### src/rtl/sbf_pkg.sv
`timescale 1ns/1ps
package sbf_pkg;
  // register map of the host read port
  localparam int unsigned REG_DATA = 0;
  localparam int unsigned REG_STAT = 1;
  // status register bit positions
  localparam int unsigned ST_FULL  = 0;
  localparam int unsigned ST_LEVEL = 1;
  localparam int unsigned ST_OVR   = 2;
  localparam int unsigned ST_USED  = 3;
endpackage

### src/rtl/sbf_sync_edge.sv
`timescale 1ns/1ps
module sbf_sync_edge #(
  parameter int unsigned STAGES = 2
) (
  input  logic clk,
  input  logic rst,
  input  logic async_in,
  output logic level,
  output logic rise
);
  localparam int unsigned LAST = STAGES - 1;

  logic [STAGES-1:0] sync_q;
  logic              prev_q;

  always_ff @(posedge clk) begin
    if (rst) sync_q[0] <= 1'b0;
    else     sync_q[0] <= async_in;
  end

  generate
    for (genvar i = 1; i < STAGES; i++) begin : g_stage
      always_ff @(posedge clk) begin
        if (rst) sync_q[i] <= 1'b0;
        else     sync_q[i] <= sync_q[i-1];
      end
    end
  endgenerate

  always_ff @(posedge clk) begin
    if (rst) prev_q <= 1'b0;
    else     prev_q <= sync_q[LAST];
  end

  assign level = sync_q[LAST];
  assign rise  = sync_q[LAST] & ~prev_q;
endmodule

### src/rtl/sbf_capture.sv
`timescale 1ns/1ps
module sbf_capture #(
  parameter int unsigned DATA_W = 8
) (
  input  logic              clk,
  input  logic              rst,
  input  logic              rise,
  input  logic [DATA_W-1:0] din,
  input  logic              data_rd,
  input  logic              stat_rd,
  output logic [DATA_W-1:0] byte_q,
  output logic              full_q,
  output logic              ovr_q
);
  logic take;
  assign take = rise & ~full_q;

  always_ff @(posedge clk) begin
    if (rst)       byte_q <= '0;
    else if (take) byte_q <= din;
  end

  // captured-and-unread flag, also drives the buffer-full line
  always_ff @(posedge clk) begin
    if (rst)          full_q <= 1'b0;
    else if (take)    full_q <= 1'b1;
    else if (data_rd) full_q <= 1'b0;
  end

  always_ff @(posedge clk) begin
    if (rst)                 ovr_q <= 1'b0;
    else if (rise && full_q) ovr_q <= 1'b1;
    else if (stat_rd)        ovr_q <= 1'b0;
  end
endmodule

### src/rtl/sbf_bus_if.sv
`timescale 1ns/1ps
module sbf_bus_if
  import sbf_pkg::*;
#(
  parameter int unsigned DATA_W = 8,
  parameter int unsigned ADDR_W = 1
) (
  input  logic              clk,
  input  logic              rst,
  input  logic              rd,
  input  logic [ADDR_W-1:0] addr,
  input  logic [DATA_W-1:0] byte_q,
  input  logic              full,
  input  logic              level,
  input  logic              ovr,
  output logic              data_rd,
  output logic              stat_rd,
  output logic [DATA_W-1:0] rdata
);
  logic [DATA_W-1:0] stat_word;
  logic [DATA_W-1:0] rd_mux;

  assign data_rd = rd && (addr == ADDR_W'(REG_DATA));
  assign stat_rd = rd && (addr == ADDR_W'(REG_STAT));

  always_comb begin
    stat_word           = '0;
    stat_word[ST_FULL]  = full;
    stat_word[ST_LEVEL] = level;
    stat_word[ST_OVR]   = ovr;
  end

  always_comb begin
    if (data_rd)      rd_mux = byte_q;
    else if (stat_rd) rd_mux = stat_word;
    else              rd_mux = '0;
  end

  always_ff @(posedge clk) begin
    if (rst)     rdata <= '0;
    else if (rd) rdata <= rd_mux;
  end
endmodule

### src/rtl/strobe_in_port.sv
`timescale 1ns/1ps
module strobe_in_port #(
  parameter int unsigned DATA_W      = 8,
  parameter int unsigned ADDR_W      = 1,
  parameter int unsigned SYNC_STAGES = 2
) (
  input  logic              clk,
  input  logic              rst,
  input  logic [DATA_W-1:0] dev_data,
  input  logic              dev_ready,
  output logic              dev_full,
  input  logic              host_rd,
  input  logic [ADDR_W-1:0] host_addr,
  output logic [DATA_W-1:0] host_rdata
);
  logic              level_w;
  logic              rise_w;
  logic              data_rd_w;
  logic              stat_rd_w;
  logic              ovr_w;
  logic              full_w;
  logic [DATA_W-1:0] byte_w;

  sbf_sync_edge #(.STAGES(SYNC_STAGES)) u_sync (
    .clk(clk), .rst(rst), .async_in(dev_ready),
    .level(level_w), .rise(rise_w)
  );

  sbf_capture #(.DATA_W(DATA_W)) u_cap (
    .clk(clk), .rst(rst), .rise(rise_w), .din(dev_data),
    .data_rd(data_rd_w), .stat_rd(stat_rd_w),
    .byte_q(byte_w), .full_q(full_w), .ovr_q(ovr_w)
  );

  sbf_bus_if #(.DATA_W(DATA_W), .ADDR_W(ADDR_W)) u_bus (
    .clk(clk), .rst(rst), .rd(host_rd), .addr(host_addr),
    .byte_q(byte_w), .full(full_w), .level(level_w), .ovr(ovr_w),
    .data_rd(data_rd_w), .stat_rd(stat_rd_w), .rdata(host_rdata)
  );

  assign dev_full = full_w;
endmodule

### config.mk
export PLATFORM = sky130hd
export DESIGN_NAME = strobe_in_port
export DESIGN_NICKNAME = d
export VERILOG_FILES = /design/src/rtl/sbf_pkg.sv /design/src/rtl/sbf_sync_edge.sv /design/src/rtl/sbf_capture.sv /design/src/rtl/sbf_bus_if.sv /design/src/rtl/strobe_in_port.sv
export SDC_FILE = /design/constraint.sdc
export NUM_CORES = 1
export LEC_CHECK = 0
export ABC_AREA = 1
export BUFFER_PORTS_ARGS = -buffer_cell sky130_fd_sc_hd__clkbuf_2
export CAP_MARGIN = 20
export CORE_MARGIN = 2
export CORE_UTILIZATION = 53
export DETAILED_ROUTE_END_ITERATION = 12
export PLACE_DENSITY = 0.8
export SYNTH_ARGS = -nofsm -noshare
export SYNTH_HDL_FRONTEND = slang
export SYNTH_SLANG_ARGS = --single-unit
### constraint.sdc
create_clock -name clk -period 1.55 [get_ports clk]
set_clock_uncertainty 0.1 [all_clocks]
set_input_delay 0.0775 -clock clk [delete_from_list [all_inputs] [get_ports clk]]
set_output_delay 0.0775 -clock clk [all_outputs]
set_load 0.03 [all_outputs]
After elaboration in Yosys (flattened, before gate mapping) --
Cells that the tools add are included.
Storage, ports and cells: register bits after elaboration 21, bits of input ports 13, output and inout bits 9, logic and storage cells 23
Cells by class: mux-type cells 6, bitwise gates (word level) 5, reductions and logical operators 5
Operator list (number):
- 2-to-1 mux 8 bit | 1
- 2-to-1 mux 1 bit | 4
- nonzero test 2 bit | 2
- logical AND 1 bit | 3
- 2-to-1 mux 3 bit | 1
- inverter 1 bit | 3
- AND 1 bit | 2

Logic depth before layout (Yosys ltp) --
Gate-level depths: netlist of run 1.
depth in word-level cells 4, depth in mapped cells 6, gate-level depth less buffers 5

Hierarchy --
From an unflattened synthesis of run 1, not the netlist that was laid out.
Second synthesis, totals: cell total of the unflattened synthesis 121, area, all modules 844.6 sq um
Modules (own cells, without submodules):
- sbf_capture | times used 1, cells each 63, area each 415.4 sq um, seq. area each 200.2 sq um
- sbf_bus_if | times used 1, cells each 48, area each 342.8 sq um, seq. area each 160.2 sq um
- sbf_sync_edge | times used 1, cells each 10, area each 86.3 sq um, seq. area each 60.1 sq um

Worst setup path after synthesis of run 1 --
Ideal clock, no wire load.
kind reg2reg, start point register u_cap.full_q, end point register u_cap.byte_q[1], library setup time 0.113 ns, arrival 1.004 ns, data required time 1.337 ns, slack 0.333 ns, cell stages (with the launch flop) 7, path buffers 1, period minus slack after synthesis 1.217 ns, cells stage by stage dfxtp_1 -> inv_1 -> nand3_4 -> buf_6 -> nand2_2 -> nand2_1 -> nor2_1
Between the ends: cells in the longest elaborated chain, start to end 2
RTL lines:
- start, declared | RTL line sbf_capture.sv:12 | output logic full_q,
- start signal, assigned | RTL line sbf_capture.sv:25 | if (rst) full_q <= 1'b0;
- start signal, assigned | RTL line sbf_capture.sv:26 | else if (take) full_q <= 1'b1;
- start signal, assigned | RTL line sbf_capture.sv:27 | else if (data_rd) full_q <= 1'b0;
- inverter 1 bit | RTL line sbf_capture.sv:16 | assign take = rise & ~full_q;
- AND 1 bit | RTL line sbf_capture.sv:16
- end signal, assigned | RTL line sbf_capture.sv:20 | else if (take) byte_q <= din;
- end, declared | RTL line sbf_capture.sv:11 | output logic [DATA_W-1:0] byte_q,
No other way between the ends. A chain may end at the register's enable or synchronous reset.

==> results of run 1 <==
[cell usage in the layout, fill, tap and decap left out]
cell	instances
o21ai_0	1
nand2_2	1
clkbuf_4	3
clkinv_2	1
nor2_1	19
nand2_1	35
inv_1	17
dfxtp_1	21
a21oi_1	7
nand3_1	9
inv_2	1
nor2_4	1
nand3_4	1
clkbuf_2	21
dlygate4sd3_1	10
[final cells by class]
type | instances | area [um2] | area share [%]
well taps | 16 | 20.02 | 1.882
flip-flops and latches | 21 | 420.4 | 39.53
repair buffers | 31 | 205.2 | 19.29
multi-input cells | 74 | 322.8 | 30.35
clock inverters | 1 | 5.005 | 0.4706
clock buffers | 3 | 22.52 | 2.118
inverters | 18 | 67.56 | 6.353
[layer usage]
| metal | vias to the layer above | routed length, um |
|---|---|---|
| met4 | 0 | 52 |
| met5 | - | 0 |
| met1 | 348 | 718 |
| met3 | 7 | 56 |
| li1 | 411 | - |
| met2 | 22 | 981 |
[worst min path at each step]
stage	slack (ps)	depth (start not counted)	end
2_1_floorplan	80	2	u_sync.sync_q[0]
3_3_place_gp	170	3	u_sync.sync_q[0]
4_1_cts	20	3	u_bus.rdata[1]
3_5_place_dp	200	3	u_sync.sync_q[0]
6_report	30	3	u_bus.rdata[1]
5_1_grt	50	3	u_bus.rdata[1]
[stage by stage]
step / util (%) / power, mW / hold WS, ps
finish: 70.60 / 0.9434 / 26.41
global route: 70.60 / 0.9863 / 47.06
CTS: 70.60 / 0.9514 / 21.97
detailed placement: 62.13 / 0.6766 / 197.5
global placement: 62.13 / 0.6718 / 173.5
floorplan: - / 0.6488 / 84.47
[worst register-to-register path, stage by stage (launching register included)]
cell     delay (ps)
dfxtp_1         360
inv_1           100
nand3_4         170
nand2_1         120
nand2_1          60
nor2_1          100
[flip-flops by register name (all words and copies together) (netlist names)]
signal         count
u_cap.byte_q       8
u_sync.prev_q      1
u_bus.rdata        8
u_cap.full_q       1
u_sync.level       1
u_cap.ovr_q        1
u_sync.sync_q      1
[cells by family after synthesis]
family / count (synthesis)
flip-flops: 21
AO/OA/AOI/OAI: 8
buffers and inverters: 22
AND/OR/NAND/NOR: 66
[where the power goes]
group,internal (mW),switching [mW]
clock,0.0963,0.162
combinational,0.0491,0.0669
sequential,0.559,0.0101
==> flow_summary.html, run 1 <==
<table>
<tr><th>Metric</th><th>Value</th></tr>
<tr><th colspan="2">Logic synthesis</th></tr>
<tr><td>Netlist area before placement</td><td>848.3 um2</td></tr>
<tr><td>EDFF count, synth</td><td>0</td></tr>
<tr><td>Gate Count Post-Synth</td><td>117</td></tr>
<tr><td>Simple-gate share of the synthesized area</td><td>33.33%</td></tr>
<tr><td>Number of synthesized register bits</td><td>21</td></tr>
<tr><td>Most numerous cell in the Yosys netlist</td><td>nand2_1</td></tr>
<tr><td>Dominant cells by area after synthesis</td><td>dfxtp_1 50%, nand2_1 15%, nor2_1 8.4%</td></tr>
<tr><td>Adder and majority gate portion of the synthesized area</td><td>0%</td></tr>
<tr><td>Async set-reset flop share out of synthesis</td><td>0%</td></tr>
<tr><td>Library cell occupying the most area in the post-synthesis netlist</td><td>dfxtp_1</td></tr>
<tr><td>Top FF cell, synth</td><td>dfxtp_1</td></tr>
<tr><td>Area share of the largest cell type after synthesis</td><td>49.56%</td></tr>
<tr><td>Netlist cell types</td><td>15</td></tr>
<tr><td>Ranking of synthesized cells by instance count</td><td>35 x nand2_1, 21 x dfxtp_1, 19 x nor2_1, 17 x inv_1, 9 x nand3_1</td></tr>
<tr><td>Synth Net Count</td><td>130</td></tr>
<tr><td>Synthesized-area fraction occupied by ao, oa, aoi and oai cells</td><td>4.720%</td></tr>
<tr><td>Proportion of synthesized chip area in sequential cells</td><td>49.56%</td></tr>
<tr><td>Mean post-synth cell area</td><td>7.251 um2</td></tr>
<tr><td>Largest family of logic cells by synthesized area</td><td>simple AND/OR/NAND/NOR gates</td></tr>
<tr><td>Syn. warnings</td><td>0</td></tr>
<tr><td>Xor-xnor portion of the synthesized cell area</td><td>0%</td></tr>
<tr><td>Portion of netlist area occupied by mux cells</td><td>0%</td></tr>
<tr><th colspan="2">Setup path</th></tr>
<tr><td>Category of the worst setup path launch point</td><td>primary input</td></tr>
<tr><td>Cell Chain, Critical Path</td><td>dlygate4sd3_1 &gt; clkbuf_2 &gt; inv_1 &gt; nand2_1 &gt; nor2_1</td></tr>
<tr><td>WP data required</td><td>1700 ps</td></tr>
<tr><td>Endpoint type of the worst setup path</td><td>register</td></tr>
<tr><td>Critical Path AT</td><td>1370 ps</td></tr>
<tr><td>Reg-to-reg setup timing slack</td><td>500 ps</td></tr>
<tr><td>Count of buffering cells on the critical path with inverters included</td><td>3</td></tr>
<tr><td>Crit. path cell count</td><td>5</td></tr>
<tr><td>Largest driver fanout on the critical path</td><td>11</td></tr>
<tr><td>Cell class contributing the biggest share of worst-path delay</td><td>buffers and inverters</td></tr>
<tr><td>Worst setup path start</td><td>rst</td></tr>
<tr><td>Highest-delay cell along the critical path</td><td>dlygate4sd3_1</td></tr>
<tr><td>CP Class</td><td>primary input to register</td></tr>
<tr><td>Launching point of the worst reg2reg path</td><td>u_cap.full_q</td></tr>
<tr><td>R2R depth</td><td>5</td></tr>
<tr><td>End point of the critical path</td><td>u_cap.byte_q[5]</td></tr>
<tr><td>Worst path max stage delay</td><td>550 ps</td></tr>
<tr><td>Worst R2R End</td><td>u_cap.byte_q[5]</td></tr>
<tr><th colspan="2">Clock tree</th></tr>
<tr><td>Clock tree from TritonCTS</td><td>done</td></tr>
<tr><td>Number of gates resized after cts</td><td>0</td></tr>
<tr><td>Number of clock sinks</td><td>21</td></tr>
<tr><td>Cts-stage hold buffer count</td><td>10</td></tr>
<tr><td>H-tree lvl count</td><td>1</td></tr>
<tr><td>Clk buf depth</td><td>2</td></tr>
<tr><td>Number of CTS-inserted buffers</td><td>3</td></tr>
<tr><td>Clock Tree Root</td><td>clkbuf_4</td></tr>
<tr><td>Clock insertion delay at the later pin of the skew report</td><td>300 ps</td></tr>
<tr><td>Post-CTS Setup Repair Bufs</td><td>0</td></tr>
<tr><td>Clock-pin slew on the worst setup and hold paths</td><td>110 ps</td></tr>
<tr><th colspan="2">Global route</th></tr>
<tr><td>Wire length of the first global-routing pass</td><td>2877 um</td></tr>
<tr><td>Global-route met3 utilization</td><td>2.917%</td></tr>
<tr><td>Met1 global-route usage</td><td>21.50%</td></tr>
<tr><td>Remaining Overflow, GRT</td><td>0</td></tr>
<tr><td>Number of global-route vias before repair</td><td>715</td></tr>
<tr><td>Met2 track utilization from global routing</td><td>38.24%</td></tr>
<tr><td>Overall Global Routing Usage</td><td>20.67%</td></tr>
<tr><td>Most used routing layer</td><td>met2</td></tr>
<tr><td>Number of antenna violations at the first check in global routing</td><td>0</td></tr>
<tr><td>Largest net degree at the start of global routing</td><td>18</td></tr>
<tr><th colspan="2">Drt</th></tr>
<tr><td>Drc violations</td><td>0</td></tr>
<tr><td>Count of TritonRoute iterations in the first routing pass</td><td>4</td></tr>
<tr><td>Remaining antenna violation count after routing</td><td>0</td></tr>
<tr><td>Routed length per instance</td><td>11.03 um</td></tr>
<tr><td>Post-DR vias/cell</td><td>4.805</td></tr>
<tr><td>Routed wire length</td><td>1809 um</td></tr>
<tr><td>Routed via count</td><td>788</td></tr>
<tr><td>Iteration-0 DRC Markers</td><td>17</td></tr>
<tr><th colspan="2">STA</th></tr>
<tr><td>Worst Slack Setup Final</td><td>330.5 ps</td></tr>
<tr><td>Achievable Freq</td><td>820.0 MHz</td></tr>
<tr><td>Total negative slack</td><td>0 ps</td></tr>
<tr><td>Final Cycle Share</td><td>78.68%</td></tr>
<tr><td>Max-Slew Margin vs Limit</td><td>75.51%</td></tr>
<tr><td>Final setup fails</td><td>0</td></tr>
<tr><td>Final critical delay including setup and external delays</td><td>1219 ps</td></tr>
<tr><td>Final hold violations</td><td>0</td></tr>
<tr><td>RSZ-0062 raised after global routing</td><td>no</td></tr>
<tr><td>Slew at the pin closest to its max-slew limit</td><td>366.9 ps</td></tr>
<tr><td>Number of pins with negative max-slew slack in the final report</td><td>0</td></tr>
<tr><th colspan="2">Die</th></tr>
<tr><td>Row Count</td><td>14</td></tr>
<tr><td>Core ar.</td><td>1506 um2</td></tr>
<tr><td>Area enclosed by the die boundary</td><td>1936 um2</td></tr>
<tr><td>Die extent in y</td><td>44.01 um</td></tr>
<tr><td>Die width</td><td>44.01 um</td></tr>
<tr><td>Starting density of the core</td><td>56.31%</td></tr>
<tr><td>Number of top-level pins</td><td>22</td></tr>
<tr><th colspan="2">Placement</th></tr>
<tr><td>Detailed placer's ending HPWL</td><td>1214 um</td></tr>
<tr><td>Number of buffer cells added on primary ports</td><td>21</td></tr>
<tr><td>DP Area</td><td>935.9 um2</td></tr>
<tr><td>Post-Place Setup Slack</td><td>516.1 ps</td></tr>
<tr><td>Placer congestion estimate</td><td>0.7427</td></tr>
<tr><td>Placed Cells</td><td>150</td></tr>
<tr><th colspan="2">Final layout</th></tr>
<tr><td>Antenna diode count</td><td>0</td></tr>
<tr><td>Fraction of layout cells with a size suffix above 1</td><td>19.59%</td></tr>
<tr><td>Number of nets in the final layout</td><td>162</td></tr>
<tr><td>Signed area change from the synthesized netlist to the final layout</td><td>25.37%</td></tr>
<tr><td>Filler-free cell count of the finished design</td><td>164</td></tr>
<tr><td>Post-route cell area</td><td>1064 um2</td></tr>
<tr><td>Fillers</td><td>134</td></tr>
<tr><th colspan="2">Power</th></tr>
<tr><td>Power density normalized to cell area</td><td>887.1 nW/um2</td></tr>
<tr><td>Maximum VDD drop</td><td>0.6002 mV</td></tr>
<tr><td>Lkg Pwr</td><td>0.5434 nW</td></tr>
<tr><th colspan="2">Outcome</th></tr>
<tr><td>Outcome</td><td>finished clean</td></tr>
<tr><th colspan="2">Worst hold path</th></tr>
<tr><td>HP Class</td><td>primary input to register</td></tr>
<tr><td>Hold wc startpoint</td><td>host_addr</td></tr>
<tr><th colspan="2">Job</th></tr>
<tr><td>Total of max-cap violations</td><td>0</td></tr>
</table>
Power figures use the tool's default switching activity.
==> inputs of run 2 (changes only) <==
- CORE_UTILIZATION: 53 -> 49
- PLACE_DENSITY: 0.8 -> 0.75
- clock period: 1.55 -> 1.22 ns (I/O delays scaled with it)
==> run 2 against run 1 <==
- via count shrank 1.8%
- non-clock buffer count grew 4
- clock power grew 25%
- largest cell class unchanged
==> flow_summary.html, run 2 (synthesized netlist as in run 1, its figures left out) <==
<table>
<tr><th>Metric</th><th>Value</th></tr>
<tr><th colspan="2">Clock tree</th></tr>
<tr><td>Number of CTS-inserted buffers</td><td>3</td></tr>
<tr><td>Number of clock sinks</td><td>21</td></tr>
<tr><td>Clock insertion delay at the later pin of the skew report</td><td>300 ps</td></tr>
<tr><td>Clk buf depth</td><td>2</td></tr>
<tr><td>Clock Tree Root</td><td>clkbuf_4</td></tr>
<tr><td>Clock-pin slew on the worst setup and hold paths</td><td>110 ps</td></tr>
<tr><td>H-tree lvl count</td><td>1</td></tr>
<tr><td>Clock tree from TritonCTS</td><td>done</td></tr>
<tr><th colspan="2">STA</th></tr>
<tr><td>Number of pins with negative max-slew slack in the final report</td><td>0</td></tr>
<tr><td>Final critical delay including setup and external delays</td><td>1212 ps</td></tr>
<tr><td>Achievable Freq</td><td>825.3 MHz</td></tr>
<tr><td>Final setup fails</td><td>0</td></tr>
<tr><td>Final Cycle Share</td><td>99.31%</td></tr>
<tr><td>Total negative slack</td><td>0 ps</td></tr>
<tr><td>Slew at the pin closest to its max-slew limit</td><td>325.3 ps</td></tr>
<tr><td>Final hold violations</td><td>0</td></tr>
<tr><td>Max-Slew Margin vs Limit</td><td>78.24%</td></tr>
<tr><td>RSZ-0062 raised after global routing</td><td>no</td></tr>
<tr><td>Worst Slack Setup Final</td><td>8.377 ps</td></tr>
<tr><th colspan="2">Global route</th></tr>
<tr><td>Number of global-route vias before repair</td><td>673</td></tr>
<tr><td>Wire length of the first global-routing pass</td><td>2746 um</td></tr>
<tr><td>Remaining Overflow, GRT</td><td>0</td></tr>
<tr><td>Overall Global Routing Usage</td><td>18.66%</td></tr>
<tr><td>Largest net degree at the start of global routing</td><td>18</td></tr>
<tr><td>Number of antenna violations at the first check in global routing</td><td>0</td></tr>
<tr><th colspan="2">Setup path</th></tr>
<tr><td>Cell Chain, Critical Path</td><td>dlygate4sd3_1 &gt; clkbuf_2 &gt; inv_1 &gt; nor2_1 &gt; dlygate4sd3_1</td></tr>
<tr><td>Category of the worst setup path launch point</td><td>primary input</td></tr>
<tr><td>Endpoint type of the worst setup path</td><td>register</td></tr>
<tr><td>WP data required</td><td>1320 ps</td></tr>
<tr><td>Cell class contributing the biggest share of worst-path delay</td><td>buffers and inverters</td></tr>
<tr><td>Most repeated library cell on the critical path</td><td>dlygate4sd3_1</td></tr>
<tr><td>Largest driver fanout on the critical path</td><td>1</td></tr>
<tr><td>Highest-delay cell along the critical path</td><td>dlygate4sd3_1</td></tr>
<tr><td>Worst path max stage delay</td><td>540 ps</td></tr>
<tr><td>Count of buffering cells on the critical path with inverters included</td><td>4</td></tr>
<tr><td>Critical Path AT</td><td>1310 ps</td></tr>
<tr><td>CP Class</td><td>primary input to register</td></tr>
<tr><th colspan="2">Final layout</th></tr>
<tr><td>Antenna diode count</td><td>0</td></tr>
<tr><td>Registers with the highest flip-flop counts</td><td>u_bus.rdata: 8 flops, u_cap.byte_q: 8 flops</td></tr>
<tr><td>Combined flip-flop and latch cell area</td><td>420.4 um2</td></tr>
<tr><td>Most common library cell in the layout ignoring fill and taps</td><td>nand2_1</td></tr>
<tr><td>Number of nets in the final layout</td><td>166</td></tr>
<tr><td>Footprint of the multi-input gates</td><td>322.8 um2</td></tr>
<tr><td>Fillers</td><td>157</td></tr>
<tr><td>Signed area change from the synthesized netlist to the final layout</td><td>30.24%</td></tr>
<tr><td>Fraction of layout cells with a size suffix above 1</td><td>19.08%</td></tr>
<tr><td>Most used cells in the layout excluding fill and tap cells</td><td>35 x nand2_1, 21 x clkbuf_2, 21 x dfxtp_1, 19 x nor2_1, 17 x inv_1</td></tr>
<tr><th colspan="2">Drt</th></tr>
<tr><td>Count of TritonRoute iterations in the first routing pass</td><td>4</td></tr>
<tr><td>Routed wire length</td><td>1677 um</td></tr>
<tr><td>Drc violations</td><td>0</td></tr>
<tr><td>Routed via count</td><td>774</td></tr>
<tr><td>Iteration-0 DRC Markers</td><td>7</td></tr>
<tr><td>Routed length per instance</td><td>9.923 um</td></tr>
<tr><td>Post-DR vias/cell</td><td>4.580</td></tr>
<tr><td>Remaining antenna violation count after routing</td><td>0</td></tr>
<tr><th colspan="2">Placement</th></tr>
<tr><td>Post-Place Setup Slack</td><td>188.5 ps</td></tr>
<tr><td>Number of buffer cells added on primary ports</td><td>21</td></tr>
<tr><td>Placer congestion estimate</td><td>0.7658</td></tr>
<tr><td>Detailed placer's ending HPWL</td><td>1118 um</td></tr>
<tr><th colspan="2">Job</th></tr>
<tr><td>Total of max-cap violations</td><td>0</td></tr>
<tr><th colspan="2">Die</th></tr>
<tr><td>Area enclosed by the die boundary</td><td>2080 um2</td></tr>
<tr><td>Die extent in y</td><td>45.61 um</td></tr>
<tr><td>Core ar.</td><td>1670 um2</td></tr>
<tr><td>Starting density of the core</td><td>50.79%</td></tr>
<tr><td>Die width</td><td>45.61 um</td></tr>
<tr><td>Number of top-level pins</td><td>22</td></tr>
<tr><td>Row Count</td><td>15</td></tr>
<tr><th colspan="2">Power</th></tr>
<tr><td>Lkg Pwr</td><td>0.5615 nW</td></tr>
<tr><td>Power density normalized to cell area</td><td>1088 nW/um2</td></tr>
<tr><td>Maximum VDD drop</td><td>0.6940 mV</td></tr>
<tr><th colspan="2">Outcome</th></tr>
<tr><td>Outcome</td><td>finished clean</td></tr>
<tr><th colspan="2">Worst hold path</th></tr>
<tr><td>HP Class</td><td>primary input to register</td></tr>
</table>
-- run 2: final timing paths --
| check | start | cells past startpoint | slack, ps | end |
|---|---|---|---|---|
| worst max register to register | u_cap.full_q | 5 | 170 | u_cap.byte_q[0] |
| worst min-delay path | rst | 4 | 130 | u_bus.rdata[2] |
| worst max-delay path | dev_ready | 5 | 8 | u_sync.sync_q[0] |
| worst min register to register | u_sync.sync_q[0] | 2 | 320 | u_sync.level |
-- run 2: layer usage --
metal  up-vias  track usage, %  wire length, um
li1        418               -                -
met3         2           4.762               52
met5         -               0                0
met1       342           21.95              740
met4         0           8.824               10
met2        12           31.27              873
-- run 2: power breakdown --
part	switching, mW	internal (mW)	leakage [nW]
clock network	0.202	0.122	0.0177
registers	0.0133	0.710	0.171
logic	0.0846	0.0707	0.373
-- run 2: what timing repair did --
action	in CTS	in global routing
buffers inserted	0	0
hold buffers	14	0
gates resized for setup	0	0
endpoints found under the hold margin	18	0
-- run 2: through the flow --
step / power [mW] / util [%] / instance area, um2 / instances / hold slack, ps
global placement: 0.8536 / 56.10 / 937.1 / 151 / 153.1
global route: 1.269 / 66.14 / 1105 / 169 / 154.4
detailed placement: 0.8581 / 56.10 / 937.1 / 151 / 157.0
CTS: 1.216 / 66.14 / 1105 / 169 / 130.1
finish: 1.202 / 66.14 / 1105 / 169 / 131.2
floorplan: 0.8243 / - / 848.3 / 117 / 67.97
-- run 2: final cells by class --
cell class | instances | share of cell area [%]
Clock buffer | 3 | 2.039
Clock inverter | 1 | 0.4530
Inverter | 18 | 6.116
Multi-Input combinational cell | 74 | 29.22
Sequential cell | 21 | 38.05
Tap cell | 17 | 1.925
Timing Repair Buffer | 35 | 22.20
-- run 2: tightest hold or removal path, delay by kind of cell --
family,cells,cell delay [ps]
buffers and inverters,3,330
and+or+nand+nor,1,110
